--- config.mk ---
export PLATFORM = sky130hd
export DESIGN_NAME = gpio_shared_port
export DESIGN_NICKNAME = d
export VERILOG_FILES = /design/src/rtl/gpio_port_pkg.sv /design/src/rtl/gpio_sync.sv /design/src/rtl/gpio_regs.sv /design/src/rtl/gpio_pin_ctl.sv /design/src/rtl/gpio_readback.sv /design/src/rtl/gpio_shared_port.sv
export SDC_FILE = /design/constraint.sdc
export NUM_CORES = 1
export LEC_CHECK = 0
export ABC_AREA = 0
export BUFFER_PORTS_ARGS = -buffer_cell sky130_fd_sc_hd__buf_2
export CORE_MARGIN = 8
export CORE_UTILIZATION = 45
export CTS_CLUSTER_DIAMETER = 150
export CTS_CLUSTER_SIZE = 10
export DETAILED_ROUTE_END_ITERATION = 8
export GPL_ROUTABILITY_DRIVEN = 0
export PLACE_DENSITY_LB_ADDON = 0.08
export SYNTH_ARGS = -nofsm -noshare
export SYNTH_HDL_FRONTEND = slang
export SYNTH_HIERARCHICAL = 1
export SYNTH_SLANG_ARGS = --single-unit
--- constraint.sdc ---
create_clock -name clk -period 1.8 [get_ports clk]
set_input_delay 0.18 -clock clk [delete_from_list [all_inputs] [get_ports clk]]
set_output_delay 0.18 -clock clk [all_outputs]
set_load 0.05 [all_outputs]
--- src/rtl/gpio_port_pkg.sv ---
// Package: shared types for the parallel port.
// Assumes: nothing; pure type definitions.
package gpio_port_pkg;

    // Which register a bus address selects
    typedef enum logic [1:0] {
        REG_NONE = 2'd0,
        REG_DATA = 2'd1,
        REG_DIR  = 2'd2,
        REG_PD   = 2'd3
    } reg_sel_e;

endpackage

--- src/rtl/gpio_sync.sv ---
// Module: two-flop synchroniser for the pad input levels.
// Assumes: pin_in is asynchronous; the output settles two edges after a change.
module gpio_sync #(
    parameter int W = 8
) (
    input  logic         clk,
    input  logic         rst_n,
    input  logic [W-1:0] async_in,
    output logic [W-1:0] sync_out
);

    logic [W-1:0] stage1_q;
    logic [W-1:0] stage2_q;

    // Two sampling stages with a synchronous clear
    always_ff @(posedge clk) begin
        if (!rst_n) begin
            stage1_q <= '0;
            stage2_q <= '0;
        end else begin
            stage1_q <= async_in;
            stage2_q <= stage1_q;
        end
    end

    assign sync_out = stage2_q;

    // the second stage always takes what the first stage held
    p_stage_chain_r8: assert property (@(posedge clk) disable iff (!rst_n)
        $past(rst_n) |-> stage2_q == $past(stage1_q));

endmodule

--- src/rtl/gpio_regs.sv ---
// Module: address decode and the three per-pin control registers.
// Assumes: single-cycle writes qualified by sel & wr; addresses are parameters.
module gpio_regs
    import gpio_port_pkg::*;
#(
    parameter int           W       = 8,
    parameter int           AW      = 8,
    parameter logic [AW-1:0] A_DATA = 8'h01,
    parameter logic [AW-1:0] A_DIR  = 8'h05,
    parameter logic [AW-1:0] A_PD   = 8'h11,
    parameter logic [W-1:0]  PD_RST = '1
) (
    input  logic          clk,
    input  logic          rst_n,
    input  logic          sel,
    input  logic          wr,
    input  logic [AW-1:0] addr,
    input  logic [W-1:0]  wdata,
    output reg_sel_e      reg_hit,
    output logic [W-1:0]  data_q,
    output logic [W-1:0]  dir_q,
    output logic [W-1:0]  pd_q
);

    logic wr_data;
    logic wr_dir;
    logic wr_pd;

    // Decode the address into a register select
    always_comb begin
        if (addr == A_DATA)      reg_hit = REG_DATA;
        else if (addr == A_DIR)  reg_hit = REG_DIR;
        else if (addr == A_PD)   reg_hit = REG_PD;
        else                     reg_hit = REG_NONE;
    end

    // Qualify per-register write strobes
    always_comb begin
        wr_data = sel && wr && (reg_hit == REG_DATA);
        wr_dir  = sel && wr && (reg_hit == REG_DIR);
        wr_pd   = sel && wr && (reg_hit == REG_PD);
    end

    // Output latch
    always_ff @(posedge clk) begin
        if (!rst_n)       data_q <= '0;
        else if (wr_data) data_q <= wdata;
    end

    // Direction register: every pin starts as an input
    always_ff @(posedge clk) begin
        if (!rst_n)      dir_q <= '0;
        else if (wr_dir) dir_q <= wdata;
    end

    // Write-only pulldown register
    always_ff @(posedge clk) begin
        if (!rst_n)     pd_q <= PD_RST;
        else if (wr_pd) pd_q <= wdata;
    end

    // a data write lands in the latch
    p_data_load_r2: assert property (@(posedge clk) disable iff (!rst_n)
        (sel && wr && addr == A_DATA) |=> data_q == $past(wdata));

    // direction holds unless written
    p_dir_hold_r3: assert property (@(posedge clk) disable iff (!rst_n)
        !(sel && wr && addr == A_DIR) |=> $stable(dir_q));

    // a pulldown write lands in the register
    p_pd_load_r6: assert property (@(posedge clk) disable iff (!rst_n)
        (sel && wr && addr == A_PD) |=> pd_q == $past(wdata));

    // writes to unmapped addresses leave every register unchanged
    p_unmapped_quiet_r9: assert property (@(posedge clk) disable iff (!rst_n)
        (sel && wr && addr != A_DATA && addr != A_DIR && addr != A_PD)
        |=> $stable(data_q) && $stable(dir_q) && $stable(pd_q));

endmodule

--- src/rtl/gpio_pin_ctl.sv ---
// Module: per-pin output value, output enable and pulldown enable.
// Assumes: SHARED_IDX names the one pin that mixes in timer and comparator.
module gpio_pin_ctl #(
    parameter int W          = 8,
    parameter int SHARED_IDX = 4
) (
    input  logic [W-1:0] data_q,
    input  logic [W-1:0] dir_q,
    input  logic [W-1:0] pd_q,
    input  logic         timer_lvl,
    input  logic         cmp_lvl,
    input  logic         pd_inhibit,
    output logic [W-1:0] pin_out,
    output logic [W-1:0] pin_oe,
    output logic [W-1:0] pin_pd_en
);

    for (genvar i = 0; i < W; i++) begin : g_pin
        logic drive_val;

        if (i == SHARED_IDX) begin : g_shared
            // Shared pin: latch OR timer level OR comparator
            always_comb drive_val = data_q[i] | timer_lvl | cmp_lvl;
        end else begin : g_plain
            // Plain pin: latch only
            always_comb drive_val = data_q[i];
        end

        // Gate value, enables by direction and pulldown conditions
        always_comb begin
            pin_oe[i]    = dir_q[i];
            pin_out[i]   = dir_q[i] & drive_val;
            pin_pd_en[i] = ~dir_q[i] & pd_q[i] & ~pd_inhibit;
        end
    end

    // a pulldown is never on for a driven pin
    always_comb begin
        p_pd_vs_oe_r7: assert ((pin_pd_en & pin_oe) == '0);
    end

    // inhibit clears every pulldown
    always_comb begin
        p_inhibit_r7: assert (!pd_inhibit || pin_pd_en == '0);
    end

    // an undriven pin never shows a high output value
    always_comb begin
        p_input_quiet_r5: assert ((pin_out & ~pin_oe) == '0);
    end

endmodule

--- src/rtl/gpio_readback.sv ---
// Module: read data selection for the register bus.
// Assumes: reads are combinational and only valid while sel & ~wr.
module gpio_readback
    import gpio_port_pkg::*;
#(
    parameter int W = 8
) (
    input  logic         sel,
    input  logic         wr,
    input  reg_sel_e     reg_hit,
    input  logic [W-1:0] data_q,
    input  logic [W-1:0] dir_q,
    input  logic [W-1:0] pin_sync,
    output logic [W-1:0] rdata
);

    logic [W-1:0] mux_val;

    // Pick the source per address; the pulldown address reads as zero
    always_comb begin
        unique case (reg_hit)
            REG_DATA: mux_val = (data_q & dir_q) | (pin_sync & ~dir_q);
            REG_DIR:  mux_val = dir_q;
            default:  mux_val = '0;
        endcase
    end

    // Drive data only during a read
    assign rdata = (sel && !wr) ? mux_val : '0;

    // the write-only address reads zero
    always_comb begin
        p_pd_reads_zero_r6: assert (reg_hit != REG_PD || rdata == '0);
    end

    // idle bus returns zero
    always_comb begin
        p_idle_zero_r10: assert ((sel && !wr) || rdata == '0);
    end

endmodule

--- src/rtl/gpio_shared_port.sv ---
// Module: top of the parallel port with one shared-function pin.
// Assumes: synchronous active-low reset; bus idle while reset is low.
module gpio_shared_port
    import gpio_port_pkg::*;
#(
    parameter int            W          = 8,
    parameter int            AW         = 8,
    parameter int            SHARED_IDX = 4,
    parameter logic [AW-1:0] A_DATA     = 8'h01,
    parameter logic [AW-1:0] A_DIR      = 8'h05,
    parameter logic [AW-1:0] A_PD       = 8'h11,
    parameter logic [W-1:0]  PD_RST     = '1
) (
    input  logic          clk,
    input  logic          rst_n,
    input  logic          bus_sel,
    input  logic          bus_wr,
    input  logic [AW-1:0] bus_addr,
    input  logic [W-1:0]  bus_wdata,
    output logic [W-1:0]  bus_rdata,
    input  logic [W-1:0]  pin_in,
    input  logic          timer_cmp_lvl,
    input  logic          cmp_out,
    input  logic          pd_inhibit,
    output logic [W-1:0]  pin_out,
    output logic [W-1:0]  pin_oe,
    output logic [W-1:0]  pin_pd_en
);

    reg_sel_e     reg_hit;
    logic [W-1:0] data_q;
    logic [W-1:0] dir_q;
    logic [W-1:0] pd_q;
    logic [W-1:0] pin_sync;

    gpio_regs #(
        .W(W), .AW(AW), .A_DATA(A_DATA), .A_DIR(A_DIR), .A_PD(A_PD), .PD_RST(PD_RST)
    ) u_regs (
        .clk    (clk),
        .rst_n  (rst_n),
        .sel    (bus_sel),
        .wr     (bus_wr),
        .addr   (bus_addr),
        .wdata  (bus_wdata),
        .reg_hit(reg_hit),
        .data_q (data_q),
        .dir_q  (dir_q),
        .pd_q   (pd_q)
    );

    gpio_sync #(.W(W)) u_sync (
        .clk     (clk),
        .rst_n   (rst_n),
        .async_in(pin_in),
        .sync_out(pin_sync)
    );

    gpio_pin_ctl #(.W(W), .SHARED_IDX(SHARED_IDX)) u_pins (
        .data_q    (data_q),
        .dir_q     (dir_q),
        .pd_q      (pd_q),
        .timer_lvl (timer_cmp_lvl),
        .cmp_lvl   (cmp_out),
        .pd_inhibit(pd_inhibit),
        .pin_out   (pin_out),
        .pin_oe    (pin_oe),
        .pin_pd_en (pin_pd_en)
    );

    gpio_readback #(.W(W)) u_rd (
        .sel     (bus_sel),
        .wr      (bus_wr),
        .reg_hit (reg_hit),
        .data_q  (data_q),
        .dir_q   (dir_q),
        .pin_sync(pin_sync),
        .rdata   (bus_rdata)
    );

    // output enables follow a direction write on the next cycle
    p_oe_follows_dir_r3: assert property (@(posedge clk) disable iff (!rst_n)
        (bus_sel && bus_wr && bus_addr == A_DIR) |=> pin_oe == $past(bus_wdata));

    // the first cycle out of reset shows no output enable
    p_reset_oe_r1: assert property (@(posedge clk)
        !rst_n |=> pin_oe == '0);

    // a driven shared pin is high whenever timer or comparator is high
    p_shared_or_r4: assert property (@(posedge clk) disable iff (!rst_n)
        (pin_oe[SHARED_IDX] && (timer_cmp_lvl || cmp_out)) |-> pin_out[SHARED_IDX]);

endmodule

==> reports/results.txt, run 1 <==
status: finished, violations left
failing checks: negative setup slack
sw power: 0.000400 W
vias: 1,510
pin count of the biggest net entering global routing: 45
Logic pwr share: 0.112
most frequent cells in the layout: buf_2 (52), dfxtp_1 (40), mux2i_1 (32), nand2_1 (24)
P per Cell Area: 604 mW/mm2
clock buffer depth: 2
Clock Sinks: 40
worst setup margin: -0.366 ns
hold_ws: 0.100 ns
Slew Limit Fails: 0
met2 usage: 0.235
f_max: 462 MHz
overall routed net length: 4770 um
Startpoint Class: input pin
Reg2Reg Depth: 2
Critical Path Max Stage Delay: 0.54 ns
num rows: 23
Min-Delay Path Class: in2reg
Core Box Area: 0.00406 mm2
worst slew pin tran: 0.368 ns
Starting Density: 0.475
leakage: 1.21 nW
1st-pass router iterations: 4
Final nets: 294
Net Count, Synth: 221
crit path kind: in2out
M3 GR Usage: 0.0371
Critical Path Slowest Stage Cell: or4b_4
Iter 0 DRT Violations: 76
Levels on crit path: 9
crit share post-route: 1.20
WP data arrival: 1.99 ns
# diodes: 0
Non-Filler Instances: 311
number of synthesized register bits: 40
Max VDD drop: 0.000483 V
asr flop ratio synth: 0
DRC Markers: 0
Syn Area/Cell: 10.2 um2
num ports: 63
Clock transition at path regs: 0.07 ns
yosys warns: 6
relative slew slack: 0.755
Hold Crit Start: pin_in[4]
die area: 0.00663 mm2
EDFF count, synth: 0
die extent in x: 81.4 um
Final min period: 2.17 ns
global-route wire length before repair: 7420 um
Worst setup EP type: primary output
register area share after synthesis: 0.416
switching portion of total power: 0.243
initial antenna violation count: 0
Layout Area Growth over Synthesis: 41.4%
cell family with most CP delay: simple AND/OR/NAND/NOR gates
fraction of layout cells with a size suffix above 1: 0.483
die height: 81.4 um
vias in the first global route: 1,551
DP Worst Slack: -0.469 ns
drt via density: 4.86
Setup crit end: bus_rdata[0]
antenna viol nets, final: 0
H-tree depth: 2
number of I/O port buffers: 62
Total GRT Usage: 0.142
met1 GRT Util: 0.174
R2R Setup Slk: 0.97 ns
most common cell after layout, fill and taps aside: buf_2
Bufs and invs on worst path: 4
Clk pwr share: 0.337
Fin. Hold Viols: 0
Post-CTS Hold Fix Bufs: 0
Post-Syn Area: 0.00193 mm2
worst reg2reg startpoint: u_regs/dir_q[1]$_SDFFE_PN0P_
gr busiest metal: met2
max-cap violations: 0
Clock Latency Late Sink: 0.28 ns
Remaining Overflow, GRT: 0
routed wirelength normalized by instance count: 15.3 um
Setup Viol. Count Final: 8
clock skew: 0.00367 ns
CP cell instances: buf_6, or4b_4, nor2_4, inv_2, ha_4, and4bb_2, buf_12, o2bb2ai_4, buf_8
sequential share of power: 0.551
RR Endpoint: u_regs/dir_q[1]$_SDFFE_PN0P_
Int Power: 0.00124 W
TritonCTS Buffers: 5
Critical Path RT: 1.62 ns
placed cell count: 299
top_reg_cell synth: dfxtp_1
Gate Count Post-Synth: 188
DP Wirelength: 3640 um
post-synth cell types: 31
Root Buffer: clkbuf_8
CP startpoint: bus_addr[6]
Max FO, Critical Path: 5
TritonCTS clock tree: yes
unrepaired setup endpoints after global routing: true
-- final cells by class --
type / count / area, um2
sequential: 40 / 801
fill: 307 / 1330
tap: 50 / 62.6
clock buffer: 5 / 68.8
clock inverter: 2 / 12.5
multi-input combinational: 129 / 1190
timing repair buffer: 83 / 586
inverter: 2 / 7.51
-- metrics by stage --
step           setup TNS [ns]  total power, W  instance area, um2  utilization
3_3_place_gp            -3.39         0.00109                2490        0.614
2_1_floorplan           -1.42         0.00103                2110            -
4_1_cts                 -2.64         0.00166                2680        0.660
5_1_grt                 -3.10         0.00173                2730        0.672
6_report                -2.74         0.00164                2730        0.672
3_5_place_dp            -4.01         0.00110                2490        0.614
-- worst min path at each step --
stage                               endpoint  slack, ns  cells after the start
2_1_floorplan  u_sync/stage1_q[1]$_SDFF_PN0_       0.31                      1
3_3_place_gp   u_sync/stage1_q[1]$_SDFF_PN0_       0.39                      2
3_5_place_dp   u_sync/stage1_q[4]$_SDFF_PN0_       0.39                      2
4_1_cts        u_sync/stage1_q[4]$_SDFF_PN0_        0.1                      2
5_1_grt        u_sync/stage1_q[7]$_SDFF_PN0_       0.10                      2
6_report       u_sync/stage1_q[4]$_SDFF_PN0_       0.10                      2
-- synth_stat cells, drive strengths merged, types with 2 or more instances --
library cell / instances / share of area
ha: 2 / 0.013
inv: 2 / 0.0039
dfxtp: 40 / 0.42
nor2: 2 / 0.0039
nor2b: 16 / 0.052
nand2: 24 / 0.047
buf: 12 / 0.051
o2bb2ai: 7 / 0.032
and2: 23 / 0.082
nor3b: 8 / 0.052
clkbuf: 5 / 0.010
mux2i: 32 / 0.17
-- power by group through the flow --
stage          clock network (W)  logic (W)  registers [W]
6_report                0.000555   0.000184       0.000906
5_1_grt                 0.000620   0.000199       0.000907
4_1_cts                 0.000567   0.000182       0.000906
3_5_place_dp                   0   0.000175       0.000926
3_3_place_gp                   0   0.000169       0.000926
2_1_floorplan                  0   0.000110       0.000924
-- cell families after synthesis --
group | Yosys count | synth area share
XOR/XNOR | 1 | 0.00455
flip-flops | 40 | 0.416
buffers and inverters | 19 | 0.0656
multiplexers | 32 | 0.166
adder cells (fa/ha/maj) | 2 | 0.0130
AO/OA/AOI/OAI | 9 | 0.0396
AND/OR/NAND/NOR | 85 | 0.295
-- routing by layer --
layer  part of all wire  routed length (um)
met4              0.019                  90
met3              0.055                 262
met5                  0                   0
met2               0.49                2320
met1               0.44                2090
-- repair_timing --
item | 4_1_cts | 5_1_grt
pin swaps | 1 | 0
setup endpoints to repair | 8 | 8
buffers inserted | 3 | 2
gates cloned | 0 | 0
resized for setup | 24 | 5
-- sequential cells by signal (all words and copies together) (netlist names) --
signal           flops
u_sync/sync_out      8
u_sync/stage1_q      8
u_regs/data_q        8
u_regs/dir_q         8
u_regs/pd_q          8
Note: power is estimated with default switching activity, not from simulation.
==> inputs of run 2 (changes only) <==
Settings changed: BUFFER_PORTS_ARGS -buffer_cell sky130_fd_sc_hd__buf_2 to -buffer_cell sky130_fd_sc_hd__clkbuf_2.
==> reports/results.txt, run 2 (synthesis results as in run 1) <==
status: finished, violations left
failing checks: negative setup slack
global-route wire length before repair: 7530 um
Iter 0 DRT Violations: 77
most frequent cells in the layout: clkbuf_2 (52), dfxtp_1 (40), mux2i_1 (32), nand2_1 (24), nor2b_1 (16)
antenna viol nets, final: 0
# fillers: 301
Starting Density: 0.475
Clock Latency Late Sink: 0.29 ns
TritonCTS Buffers: 5
clock skew: 0.000180 ns
H-tree depth: 2
pin count of the biggest net entering global routing: 57
Critical Path RT: 1.62 ns
vias: 1,480
Final Power: 0.00180 W
die height: 81.4 um
relative slew slack: 0.410
Multi-input gate area: 0.00119 mm2
Worst setup EP type: primary output
Clock transition at path regs: 0.07 ns
R2R Setup Slk: 0.94 ns
Startpoint Class: input pin
Final min period: 2.15 ns
Min-Delay Path Class: in2reg
max-cap violations: 0
Layout Area Growth over Synthesis: 43.3%
initial antenna violation count: 0
Setup Viol. Count Final: 8
Max VDD drop: 0.000523 V
most frequent CP cell: buf_12
die area: 0.00663 mm2
Reg2Reg Depth: 2
Clock Sinks: 40
leakage: 1.21 nW
f_max: 465 MHz
CP startpoint: bus_addr[6]
Total GRT Usage: 0.146
TritonCTS clock tree: yes
worst reg2reg startpoint: u_regs/dir_q[7]$_SDFFE_PN0P_
Root Buffer: clkbuf_8
worst setup margin: -0.350 ns
crit share post-route: 1.19
Core Box Area: 0.00406 mm2
num rows: 23
drt via density: 4.82
Fin. Hold Viols: 0
worst slew pin tran: 0.885 ns
1st-pass router iterations: 4
WP data arrival: 1.97 ns
# diodes: 0
Critical Path Max Stage Delay: 0.55 ns
FF+latch area: 801 um2
DP Worst Slack: -0.345 ns
unrepaired setup endpoints after global routing: true
Critical Path Slowest Stage Cell: or4b_4
number of I/O port buffers: 62
Final nets: 289
Fin Setup TNS: -2.71 ns
crit path kind: in2out
P per Cell Area: 651 mW/mm2
vias in the first global route: 1,592
DP Wirelength: 3560 um
Slew Limit Fails: 0
fraction of layout cells with a size suffix above 1: 0.471
DRC Markers: 0
CP cell instances: buf_6, or4b_4, nor2_4, inv_2, ha_4, and4bb_2, buf_12, o2bb2ai_4, buf_12
most common cell after layout, fill and taps aside: clkbuf_2
Remaining Overflow, GRT: 0
Setup crit end: bus_rdata[3]
Max FO, Critical Path: 5
routed wirelength normalized by instance count: 15.6 um
Post-CTS Hold Fix Bufs: 0
die extent in x: 81.4 um
RR Endpoint: u_regs/dir_q[7]$_SDFFE_PN0P_
num ports: 63
overall routed net length: 4790 um
clock buffer depth: 2
[run 2: critical path, delay by kind of cell]
| family | cells | cell delay, ns |
|---|---|---|
| simple gates | 3 | 1.00 |
| buf+inv | 4 | 0.44 |
| fa+ha+maj | 1 | 0.22 |
| compound gates | 1 | 0.13 |
[run 2: final cells by class]
type / count / area share
well taps: 50 / 0.0227
repair buffers: 78 / 0.216
flip-flops and latches: 40 / 0.290
clock buffers: 6 / 0.0263
inverters: 2 / 0.00272
clock inverters: 2 / 0.0127
multi-input cells: 129 / 0.430
[run 2: layer usage]
metal  part of all wire  vias to the layer above  wire, um  global-route usage
met3              0.059                        9       285              0.0513
met2               0.49                       35      2360               0.247
met5                  0                        -         0                   0
li1                   -                      763         -                   -
met4              0.018                        0        86              0.0554
met1               0.43                      673      2060               0.167
[run 2: timing repair]
item | CTS | global route
endpoints found under the hold margin | 0 | 0
buffers inserted | 1 | 0
endpoints found under the setup margin | 8 | 8
resized for setup | 4 | 4
[run 2: worst min-delay path by stage]
stage                               endpoint  cells after the start      start
6_report       u_sync/stage1_q[3]$_SDFF_PN0_                      2  pin_in[3]
5_1_grt        u_sync/stage1_q[3]$_SDFF_PN0_                      2  pin_in[3]
4_1_cts        u_sync/stage1_q[3]$_SDFF_PN0_                      2  pin_in[3]
3_5_place_dp   u_sync/stage1_q[3]$_SDFF_PN0_                      2  pin_in[3]
3_3_place_gp   u_sync/stage1_q[4]$_SDFF_PN0_                      2  pin_in[4]
2_1_floorplan  u_sync/stage1_q[1]$_SDFF_PN0_                      1  pin_in[1]
[run 2: where the power goes]
group	internal, W	leakage [nW]	switching, W	total [W]
registers	0.000901	0.326	0.00000474	0.000906
clock network	0.000411	0.0552	0.000301	0.000712
logic	0.0000758	0.828	0.000103	0.000178
[run 2: metrics by stage]
stage	instances	area, um2	hold WS [ns]	utilization
after floorplan	188	2110	0.307	-
after global placement	298	2600	0.386	0.642
after detailed placement	298	2600	0.388	0.642
after CTS	307	2740	0.0807	0.676
after global routing	307	2760	0.0819	0.681
final	307	2760	0.0932	0.681
